### src/rtl/ptmr_pkg.sv
package ptmr_pkg;
  localparam int REG_W = 32;
  localparam int CNT_W = 2 * REG_W;
  localparam int DIV_W = 16;
  localparam int OFS_W = 4;

  // channel word offsets
  localparam logic [OFS_W-1:0] OFS_CFG      = 4'd0;
  localparam logic [OFS_W-1:0] OFS_SNAP_LO  = 4'd1;
  localparam logic [OFS_W-1:0] OFS_SNAP_HI  = 4'd2;
  localparam logic [OFS_W-1:0] OFS_SNAP_TRG = 4'd3;
  localparam logic [OFS_W-1:0] OFS_LOAD_LO  = 4'd4;
  localparam logic [OFS_W-1:0] OFS_LOAD_HI  = 4'd5;
  localparam logic [OFS_W-1:0] OFS_RELOAD   = 4'd6;
  localparam logic [OFS_W-1:0] OFS_ALARM_LO = 4'd7;
  localparam logic [OFS_W-1:0] OFS_ALARM_HI = 4'd8;

  // group word offsets
  localparam logic [OFS_W-1:0] GOFS_IEN  = 4'd0;
  localparam logic [OFS_W-1:0] GOFS_STAT = 4'd1;
  localparam logic [OFS_W-1:0] GOFS_CLR  = 4'd2;

  typedef struct packed {
    logic [DIV_W-1:0]       div;
    logic [REG_W-DIV_W-6:0] rsvd;
    logic                   edge_mode;
    logic                   arm;
    logic                   autold;
    logic                   up;
    logic                   run;
  } cfg_t;
endpackage

### src/rtl/ptmr_prescale.sv
module ptmr_prescale
  import ptmr_pkg::*;
(
  input  logic             clk,
  input  logic             rst_n,
  input  logic             run_i,
  input  logic             restart_i,
  input  logic [DIV_W-1:0] div_i,
  output logic             tick_o
);
  logic [DIV_W-1:0] pc_q;
  logic [DIV_W-1:0] lim;

  // terminal phase: 0 means full 2^DIV_W range, 1 is clamped to 2
  always_comb begin
    if (div_i == '0)      lim = '1;
    else if (div_i == 1)  lim = DIV_W'(1);
    else                  lim = div_i - DIV_W'(1);
  end

  assign tick_o = run_i && (pc_q == lim);

  always_ff @(posedge clk or negedge rst_n) begin
    if (!rst_n)         pc_q <= '0;
    else if (restart_i) pc_q <= '0;
    else if (run_i)     pc_q <= tick_o ? '0 : pc_q + DIV_W'(1);
  end

  // phase never passes the terminal count
  a_r3_phase_bounded: assert property (@(posedge clk) disable iff (!rst_n)
    pc_q <= lim);
  // a paused prescaler keeps its phase
  a_r6_phase_hold: assert property (@(posedge clk) disable iff (!rst_n)
    (!run_i && !restart_i) |=> $stable(pc_q));
endmodule

### src/rtl/ptmr_channel.sv
module ptmr_channel
  import ptmr_pkg::*;
(
  input  logic             clk,
  input  logic             rst_n,
  input  logic             wr_en,
  input  logic [OFS_W-1:0] wr_ofs,
  input  logic [REG_W-1:0] wr_data,
  input  logic [OFS_W-1:0] rd_ofs,
  output logic [REG_W-1:0] rd_data,
  output logic             fire_o,
  output logic             edge_mode_o
);
  cfg_t             cfg_q;
  logic [CNT_W-1:0] cnt_q, snap_q, load_q, alarm_q, cnt_step;
  logic             tick, cfg_wr, reload_wr, snap_wr;

  assign cfg_wr    = wr_en && (wr_ofs == OFS_CFG);
  assign reload_wr = wr_en && (wr_ofs == OFS_RELOAD);
  assign snap_wr   = wr_en && (wr_ofs == OFS_SNAP_TRG);

  ptmr_prescale u_pre (
    .clk       (clk),
    .rst_n     (rst_n),
    .run_i     (cfg_q.run),
    .restart_i (cfg_wr || reload_wr),
    .div_i     (cfg_q.div),
    .tick_o    (tick)
  );

  assign cnt_step    = cfg_q.up ? cnt_q + CNT_W'(1) : cnt_q - CNT_W'(1);
  assign fire_o      = tick && cfg_q.arm && (cnt_step == alarm_q);
  assign edge_mode_o = cfg_q.edge_mode;

  // configuration word; a match drops the arm bit unless software rewrites it
  always_ff @(posedge clk or negedge rst_n) begin
    if (!rst_n)      cfg_q <= '0;
    else if (cfg_wr) cfg_q <= cfg_t'(wr_data);
    else if (fire_o) cfg_q.arm <= 1'b0;
  end

  // load and alarm halves
  always_ff @(posedge clk or negedge rst_n) begin
    if (!rst_n) begin
      load_q  <= '0;
      alarm_q <= '0;
    end else if (wr_en) begin
      case (wr_ofs)
        OFS_LOAD_LO:  load_q[REG_W-1:0]      <= wr_data;
        OFS_LOAD_HI:  load_q[CNT_W-1:REG_W]  <= wr_data;
        OFS_ALARM_LO: alarm_q[REG_W-1:0]     <= wr_data;
        OFS_ALARM_HI: alarm_q[CNT_W-1:REG_W] <= wr_data;
        default: ;
      endcase
    end
  end

  // counter: software reload beats a tick in the same cycle
  always_ff @(posedge clk or negedge rst_n) begin
    if (!rst_n)         cnt_q <= '0;
    else if (reload_wr) cnt_q <= load_q;
    else if (tick)      cnt_q <= (fire_o && cfg_q.autold) ? load_q : cnt_step;
  end

  always_ff @(posedge clk or negedge rst_n) begin
    if (!rst_n)       snap_q <= '0;
    else if (snap_wr) snap_q <= cnt_q;
  end

  always_comb begin
    case (rd_ofs)
      OFS_CFG:      rd_data = cfg_q;
      OFS_SNAP_LO:  rd_data = snap_q[REG_W-1:0];
      OFS_SNAP_HI:  rd_data = snap_q[CNT_W-1:REG_W];
      OFS_LOAD_LO:  rd_data = load_q[REG_W-1:0];
      OFS_LOAD_HI:  rd_data = load_q[CNT_W-1:REG_W];
      OFS_ALARM_LO: rd_data = alarm_q[REG_W-1:0];
      OFS_ALARM_HI: rd_data = alarm_q[CNT_W-1:REG_W];
      default:      rd_data = '0;
    endcase
  end

  // snapshot frozen between triggers
  a_r2_snap_frozen: assert property (@(posedge clk) disable iff (!rst_n)
    !snap_wr |=> $stable(snap_q));
  // paused counter holds
  a_r6_count_hold: assert property (@(posedge clk) disable iff (!rst_n)
    (!cfg_q.run && !reload_wr) |=> $stable(cnt_q));
  // a match disarms the comparator
  a_r8_disarm: assert property (@(posedge clk) disable iff (!rst_n)
    (fire_o && !cfg_wr) |=> !cfg_q.arm);
  // auto-reload lands on the load value
  a_r9_autoreload: assert property (@(posedge clk) disable iff (!rst_n)
    (fire_o && cfg_q.autold && !reload_wr) |=> (cnt_q == $past(load_q)));
endmodule

### src/rtl/ptmr_irq.sv
module ptmr_irq #(
  parameter int N = 2
) (
  input  logic         clk,
  input  logic         rst_n,
  input  logic [N-1:0] fire_i,
  input  logic [N-1:0] edge_mode_i,
  input  logic         ien_wr_i,
  input  logic [N-1:0] ien_data_i,
  input  logic [N-1:0] clr_i,
  output logic [N-1:0] ien_o,
  output logic [N-1:0] stat_o,
  output logic [N-1:0] irq_lvl_o,
  output logic [N-1:0] irq_edge_o
);
  logic [N-1:0] ien_q, stat_q, edge_q;

  always_ff @(posedge clk or negedge rst_n) begin
    if (!rst_n) begin
      ien_q  <= '0;
      stat_q <= '0;
      edge_q <= '0;
    end else begin
      if (ien_wr_i) ien_q <= ien_data_i;
      stat_q <= (stat_q & ~clr_i) | fire_i;
      edge_q <= fire_i & ien_q & edge_mode_i;
    end
  end

  assign ien_o      = ien_q;
  assign stat_o     = stat_q;
  assign irq_lvl_o  = stat_q & ien_q & ~edge_mode_i;
  assign irq_edge_o = edge_q;

  for (genvar i = 0; i < N; i++) begin : g_chk
    // status is sticky until a clear bit hits it
    a_r10_status_sticky: assert property (@(posedge clk) disable iff (!rst_n)
      (stat_q[i] && !clr_i[i]) |=> stat_q[i]);
    // a match always sets status
    a_r7_match_sets: assert property (@(posedge clk) disable iff (!rst_n)
      fire_i[i] |=> stat_q[i]);
    // edge output is a single-cycle pulse
    a_r11_edge_single: assert property (@(posedge clk) disable iff (!rst_n)
      irq_edge_o[i] |=> !irq_edge_o[i]);
  end
endmodule

### src/rtl/ptmr_group.sv
module ptmr_group
  import ptmr_pkg::*;
#(
  parameter int N_TMR  = 2,
  parameter int ADDR_W = 8
) (
  input  logic              clk,
  input  logic              rst_n,
  input  logic              wr_en,
  input  logic [ADDR_W-1:0] wr_addr,
  input  logic [REG_W-1:0]  wr_data,
  input  logic [ADDR_W-1:0] rd_addr,
  output logic [REG_W-1:0]  rd_data,
  output logic [N_TMR-1:0]  irq_lvl,
  output logic [N_TMR-1:0]  irq_edge
);
  localparam int               IDX_W   = ADDR_W - OFS_W;
  localparam logic [IDX_W-1:0] GRP_IDX = '1;

  logic [IDX_W-1:0] wr_idx, rd_idx;
  logic [OFS_W-1:0] wr_ofs, rd_ofs;
  logic             grp_wr;
  logic [N_TMR-1:0] fire, edge_mode, ien, stat, clr_mask;
  logic [REG_W-1:0] ch_rd [N_TMR];

  assign wr_idx = wr_addr[ADDR_W-1:OFS_W];
  assign wr_ofs = wr_addr[OFS_W-1:0];
  assign rd_idx = rd_addr[ADDR_W-1:OFS_W];
  assign rd_ofs = rd_addr[OFS_W-1:0];
  assign grp_wr = wr_en && (wr_idx == GRP_IDX);

  for (genvar i = 0; i < N_TMR; i++) begin : g_ch
    ptmr_channel u_ch (
      .clk         (clk),
      .rst_n       (rst_n),
      .wr_en       (wr_en && (wr_idx == IDX_W'(i))),
      .wr_ofs      (wr_ofs),
      .wr_data     (wr_data),
      .rd_ofs      (rd_ofs),
      .rd_data     (ch_rd[i]),
      .fire_o      (fire[i]),
      .edge_mode_o (edge_mode[i])
    );
  end

  assign clr_mask = (grp_wr && wr_ofs == GOFS_CLR) ? wr_data[N_TMR-1:0] : '0;

  ptmr_irq #(.N(N_TMR)) u_irq (
    .clk         (clk),
    .rst_n       (rst_n),
    .fire_i      (fire),
    .edge_mode_i (edge_mode),
    .ien_wr_i    (grp_wr && wr_ofs == GOFS_IEN),
    .ien_data_i  (wr_data[N_TMR-1:0]),
    .clr_i       (clr_mask),
    .ien_o       (ien),
    .stat_o      (stat),
    .irq_lvl_o   (irq_lvl),
    .irq_edge_o  (irq_edge)
  );

  always_comb begin
    rd_data = '0;
    if (rd_idx == GRP_IDX) begin
      case (rd_ofs)
        GOFS_IEN:  rd_data = REG_W'(ien);
        GOFS_STAT: rd_data = REG_W'(stat);
        default:   rd_data = '0;
      endcase
    end else begin
      for (int i = 0; i < N_TMR; i++)
        if (rd_idx == IDX_W'(i)) rd_data = ch_rd[i];
    end
  end

  // no interrupt output can be active for a disabled channel
  a_r11_gated: assert property (@(posedge clk) disable iff (!rst_n)
    ((irq_lvl | irq_edge) & ~$past(ien) & ~ien) == '0);
endmodule

### config.mk
export PLATFORM = sky130hd
export DESIGN_NAME = ptmr_group
export DESIGN_NICKNAME = d
export VERILOG_FILES = /design/src/rtl/ptmr_pkg.sv /design/src/rtl/ptmr_prescale.sv /design/src/rtl/ptmr_channel.sv /design/src/rtl/ptmr_irq.sv /design/src/rtl/ptmr_group.sv
export SDC_FILE = /design/constraint.sdc
export NUM_CORES = 2
export LEC_CHECK = 0
export BUFFER_PORTS_ARGS = -buffer_cell sky130_fd_sc_hd__buf_2
export CAP_MARGIN = 20
export CELL_PAD_IN_SITES_DETAIL_PLACEMENT = 1
export CELL_PAD_IN_SITES_GLOBAL_PLACEMENT = 1
export CORE_MARGIN = 5
export CORE_UTILIZATION = 45
export DETAILED_ROUTE_END_ITERATION = 7
export PLACE_DENSITY = 0.78
export SLEW_MARGIN = 20
export SYNTH_ARGS = -nofsm -noshare
export SYNTH_HDL_FRONTEND = slang
export SYNTH_HIERARCHICAL = 1
export SYNTH_SLANG_ARGS = --single-unit
### constraint.sdc
create_clock -name clk -period 17.4 [get_ports clk]
set_input_delay 1.74 -clock clk [delete_from_list [all_inputs] [get_ports clk]]
set_output_delay 1.74 -clock clk [all_outputs]
set_load 0.01 [all_outputs]
==> results.py <==
metrics = {
    "yosys": {
        "yosysMostFrequentCell": "dfrtp_1",
        "synth_seq_cells": 614,
        "yosysTopAreaCellShare_pct": 35.86,
        "mappedNetlistArea_mm2": 0.04285,
        "syn_inst": 4497,
        "yosys.area.top_type": "dfrtp_1",
        "synth.area.top_cells": "dfrtp_1, mux2_2, ha_1, xnor2_1, nor2_1",
        "synthArstFlopShare_pct": 100.0,
        "avgSynthCellArea_um2": 9.529,
        "syn-num-nets": 4680,
        "yosysSeqAreaShare_pct": 35.86,
        "ys_warn_count": 6,
        "synth_edf_count": 0,
        "ys_top_cells_by_count": "dfrtp_1, mux2_2, nor2_1, nand2_1, a21oi_1",
        "synth_cell_type_count": 121,
        "synth_flop_cell": "dfrtp_1",
    },
    "timing": {
        "fin_skew_ns": 0.03927,
        "hold_viol": 0,
        "layout_setup_ws_ns": 9.179,
        "max_slew.worst_pin.slew_ns": 1.283,
        "rsz0062_at_grt": "false",
        "drv_slew": 0,
        "tns_ns": 0,
        "period_minus_slack_ns": 8.221,
        "slew_headroom_pct": 12.28,
        "max_freq_mhz": 121.6,
        "fin_crit_sh_pct": 47.25,
        "setup_viol": 0,
    },
    "job": {
        "cap_violations": 0,
    },
    "floorplanning": {
        "initial_core_util_pct": 45.24,
        "io_pins": 87,
        "die_h_um": 318.6,
        "die_w_um": 318.6,
        "die_area_mm2": 0.1015,
        "rows": 113,
        "core_area_mm2": 0.09473,
    },
    "critical_path": {
        "r2r_setup_slack_ns": 9.18,
        "end_kind": "flop",
        "crit_family": "simple AND/OR/NAND/NOR gates",
        "critPathMaxFanout": 49,
        "path_class": "flop to flop",
        "slowest_delay_ns": 0.66,
        "path_cells": "nor4_4 -> nand3_2 -> or4bb_1 -> a31oi_1 -> nand4_2 -> nor4_2 -> buf_4 -> nand2_1 -> nor3_1 -> o311ai_0 -> a2111oi_0 -> nand4_1 -> nor4b_1 -> o2111ai_1 -> nor4_1 -> nand4_1 -> nor4_2 -> nand4_4 -> and2_2 -> buf_4 -> o22a_1",
        "critical_path_arrival_ns": 8.73,
        "slowest_stage": "nor4_4",
        "worstPathRequired_ns": 17.91,
        "crit_buf_inv": 2,
        "startpoint_type": "flop",
    },
    "clocking": {
        "cts_hold_buf": 0,
        "cts_buffers": 71,
        "clock-sinks": 614,
        "cts_tree": "built",
        "h-tree-depth": 3,
        "clock_path_buffers": 3,
        "insertion_delay_ns": 0.66,
        "cts-root-buf": "clkbuf_16",
        "clkTransAtPathRegs_ns": 0.06,
        "ctsResizeCount": 0,
        "post_cts_buffers": 0,
    },
    "placement": {
        "place.gp.congestion": 1.103,
        "placement.io_buffers": 86,
        "dpl_worst_slack_ns": 9.616,
        "dp_hpwl_um": 143700,
        "placed_cells": 5593,
    },
    "routing": {
        "wl_per_cell_um": 33.61,
        "drtPass1Iterations": 8,
        "vias": 40189,
        "routed_via_density": 7.027,
        "ant_nets": 0,
        "drt_iter0_markers": 5515,
        "drc": 0,
        "drt_wl_total_um": 192200,
    },
    "finish": {
        "post-route-util_pct": 48.99,
        "drive_above_1_share_pct": 19.38,
        "regArea_mm2": 0.01536,
        "multi_input_area_mm2": 0.02585,
        "area_delta_synth_final_pct": 8.307,
        "final_nets": 4584,
        "layout.cells.non_filler": 5719,
        "fillers": 10595,
    },
    "global_routing": {
        "grt_pass1_wl_um": 281400,
        "antenna_found_initial": 12,
        "grt_usage_pct": 36.50,
        "gr-total-overflow": 0,
        "grt_max_degree": 165,
        "grt_pass1_vias": 40234,
    },
    "pwr": {
        "power_leakage_nw": 20.75,
        "power_density_mw_per_mm2": 102.8,
        "peakVddDrop_mv": 0.07033,
        "p_total_mw": 4.773,
    },
    "hold_path": {
        "worstHoldPathType": "flop to flop",
    },
    "run_status": {
        "status": "finished, final reports clean",
    },
}
layout by cell type, fill, tap and decap left out, types with 27 or more instances in the layout:
cell | netlist | routed
dfrtp_1 | 614 | 614
mux2_2 | 414 | 414
nor2_1 | 365 | 359
nand2_1 | 312 | 310
a21oi_1 | 204 | 204
xnor2_1 | 168 | 168
o21ai_0 | 157 | 157
a22oi_1 | 136 | 136
ha_1 | 130 | 130
nand3_1 | 122 | 122
nand4_1 | 116 | 116
nor3_1 | 120 | 114
xor2_1 | 110 | 110
inv_1 | 105 | 103
buf_2 | 72 | 85
a31oi_1 | 75 | 75
clkbuf_16 | 0 | 73
a222oi_1 | 64 | 64
a221oi_1 | 54 | 54
o22a_1 | 53 | 53
buf_4 | 7 | 53
mux2i_1 | 48 | 46
a21o_1 | 44 | 44
nor4_1 | 47 | 42
nand2b_1 | 34 | 34
or3_1 | 32 | 31
nor2b_1 | 30 | 30
o211ai_1 | 29 | 29
a211oi_1 | 29 | 29
o21ai_1 | 27 | 27
report_power, final:
group	leakage (nW)	switching (mW)	internal, mW
sequential	8.20	0.119	1.50
clock	1.16	0.643	0.909
combinational	11.4	1.08	0.520
total	20.7	1.84	2.93
through the flow:
| step | area, µm² | hold slack, ns |
|---|---|---|
| after floorplan | 42850 | 0.4715 |
| after global placement | 44030 | 0.4870 |
| after detailed placement | 44030 | 0.4938 |
| after CTS | 46380 | 0.5062 |
| after global routing | 46390 | 0.5217 |
| final | 46410 | 0.5039 |
layer usage:
metal	up-vias	share of wire (%)	global-route usage, %
met5	-	0.028	0
met4	8	5.1	15.56
met3	458	12	10.00
met2	2382	42	53.40
met1	20554	41	50.95
li1	16787	-	-
area by class of cell:
type,count,share of cell area (%)
Sequential cell,614,33.11
Clock buffer,94,4.278
Timing Repair Buffer,140,1.849
Tap cell,1265,3.410
Antenna cell,7,0.03774
Clock inverter,25,0.7818
Multi-Input combinational cell,3469,55.69
Inverter,105,0.8492
kinds of logic after synthesis:
group / count (synthesis) / share of synthesized area (%)
buffers and inverters: 414 / 4.213
AND/OR/NAND/NOR: 1396 / 16.65
adder cells (fa/ha/maj): 132 / 3.889
flip-flops: 614 / 35.86
XOR/XNOR: 303 / 6.978
AO/OA/AOI/OAI: 1173 / 20.32
multiplexers: 465 / 12.10
flip-flops by register name, indices dropped and copies added, names as in the netlist:
register               count
g_ch.u_ch/load_q         128
u_irq/ien_o                2
g_ch.u_ch/alarm_q        128
g_ch.u_ch/cfg_q           62
g_ch.u_ch/u_pre/pc_q      32
g_ch.u_ch/cnt_q          128
g_ch.u_ch/edge_mode_o      2
g_ch.u_ch/snap_q         128
u_irq/stat_o               2
u_irq/irq_edge_o           2
path summary, 6_finish.rpt:
kind	from	endpoint	depth (start not counted)
worst max register to register	g_ch[0].u_ch/cfg_q[18]$_DFFE_PN0P_	g_ch[0].u_ch/cnt_q[13]$_DFFE_PN0P_	21
worst max-delay path	g_ch[0].u_ch/cfg_q[18]$_DFFE_PN0P_	g_ch[0].u_ch/cnt_q[13]$_DFFE_PN0P_	21
min in group asynchronous	rst_n	g_ch[1].u_ch/cfg_q[8]$_DFFE_PN0P_	1
worst min register to register	g_ch[0].u_ch/cfg_q[7]$_DFFE_PN0P_	g_ch[0].u_ch/cfg_q[7]$_DFFE_PN0P_	1
worst min-delay path	g_ch[0].u_ch/cfg_q[7]$_DFFE_PN0P_	g_ch[0].u_ch/cfg_q[7]$_DFFE_PN0P_	1
max in group asynchronous	rst_n	g_ch[0].u_ch/cfg_q[30]$_DFFE_PN0P_	4
Power figures use the tool's default switching activity.
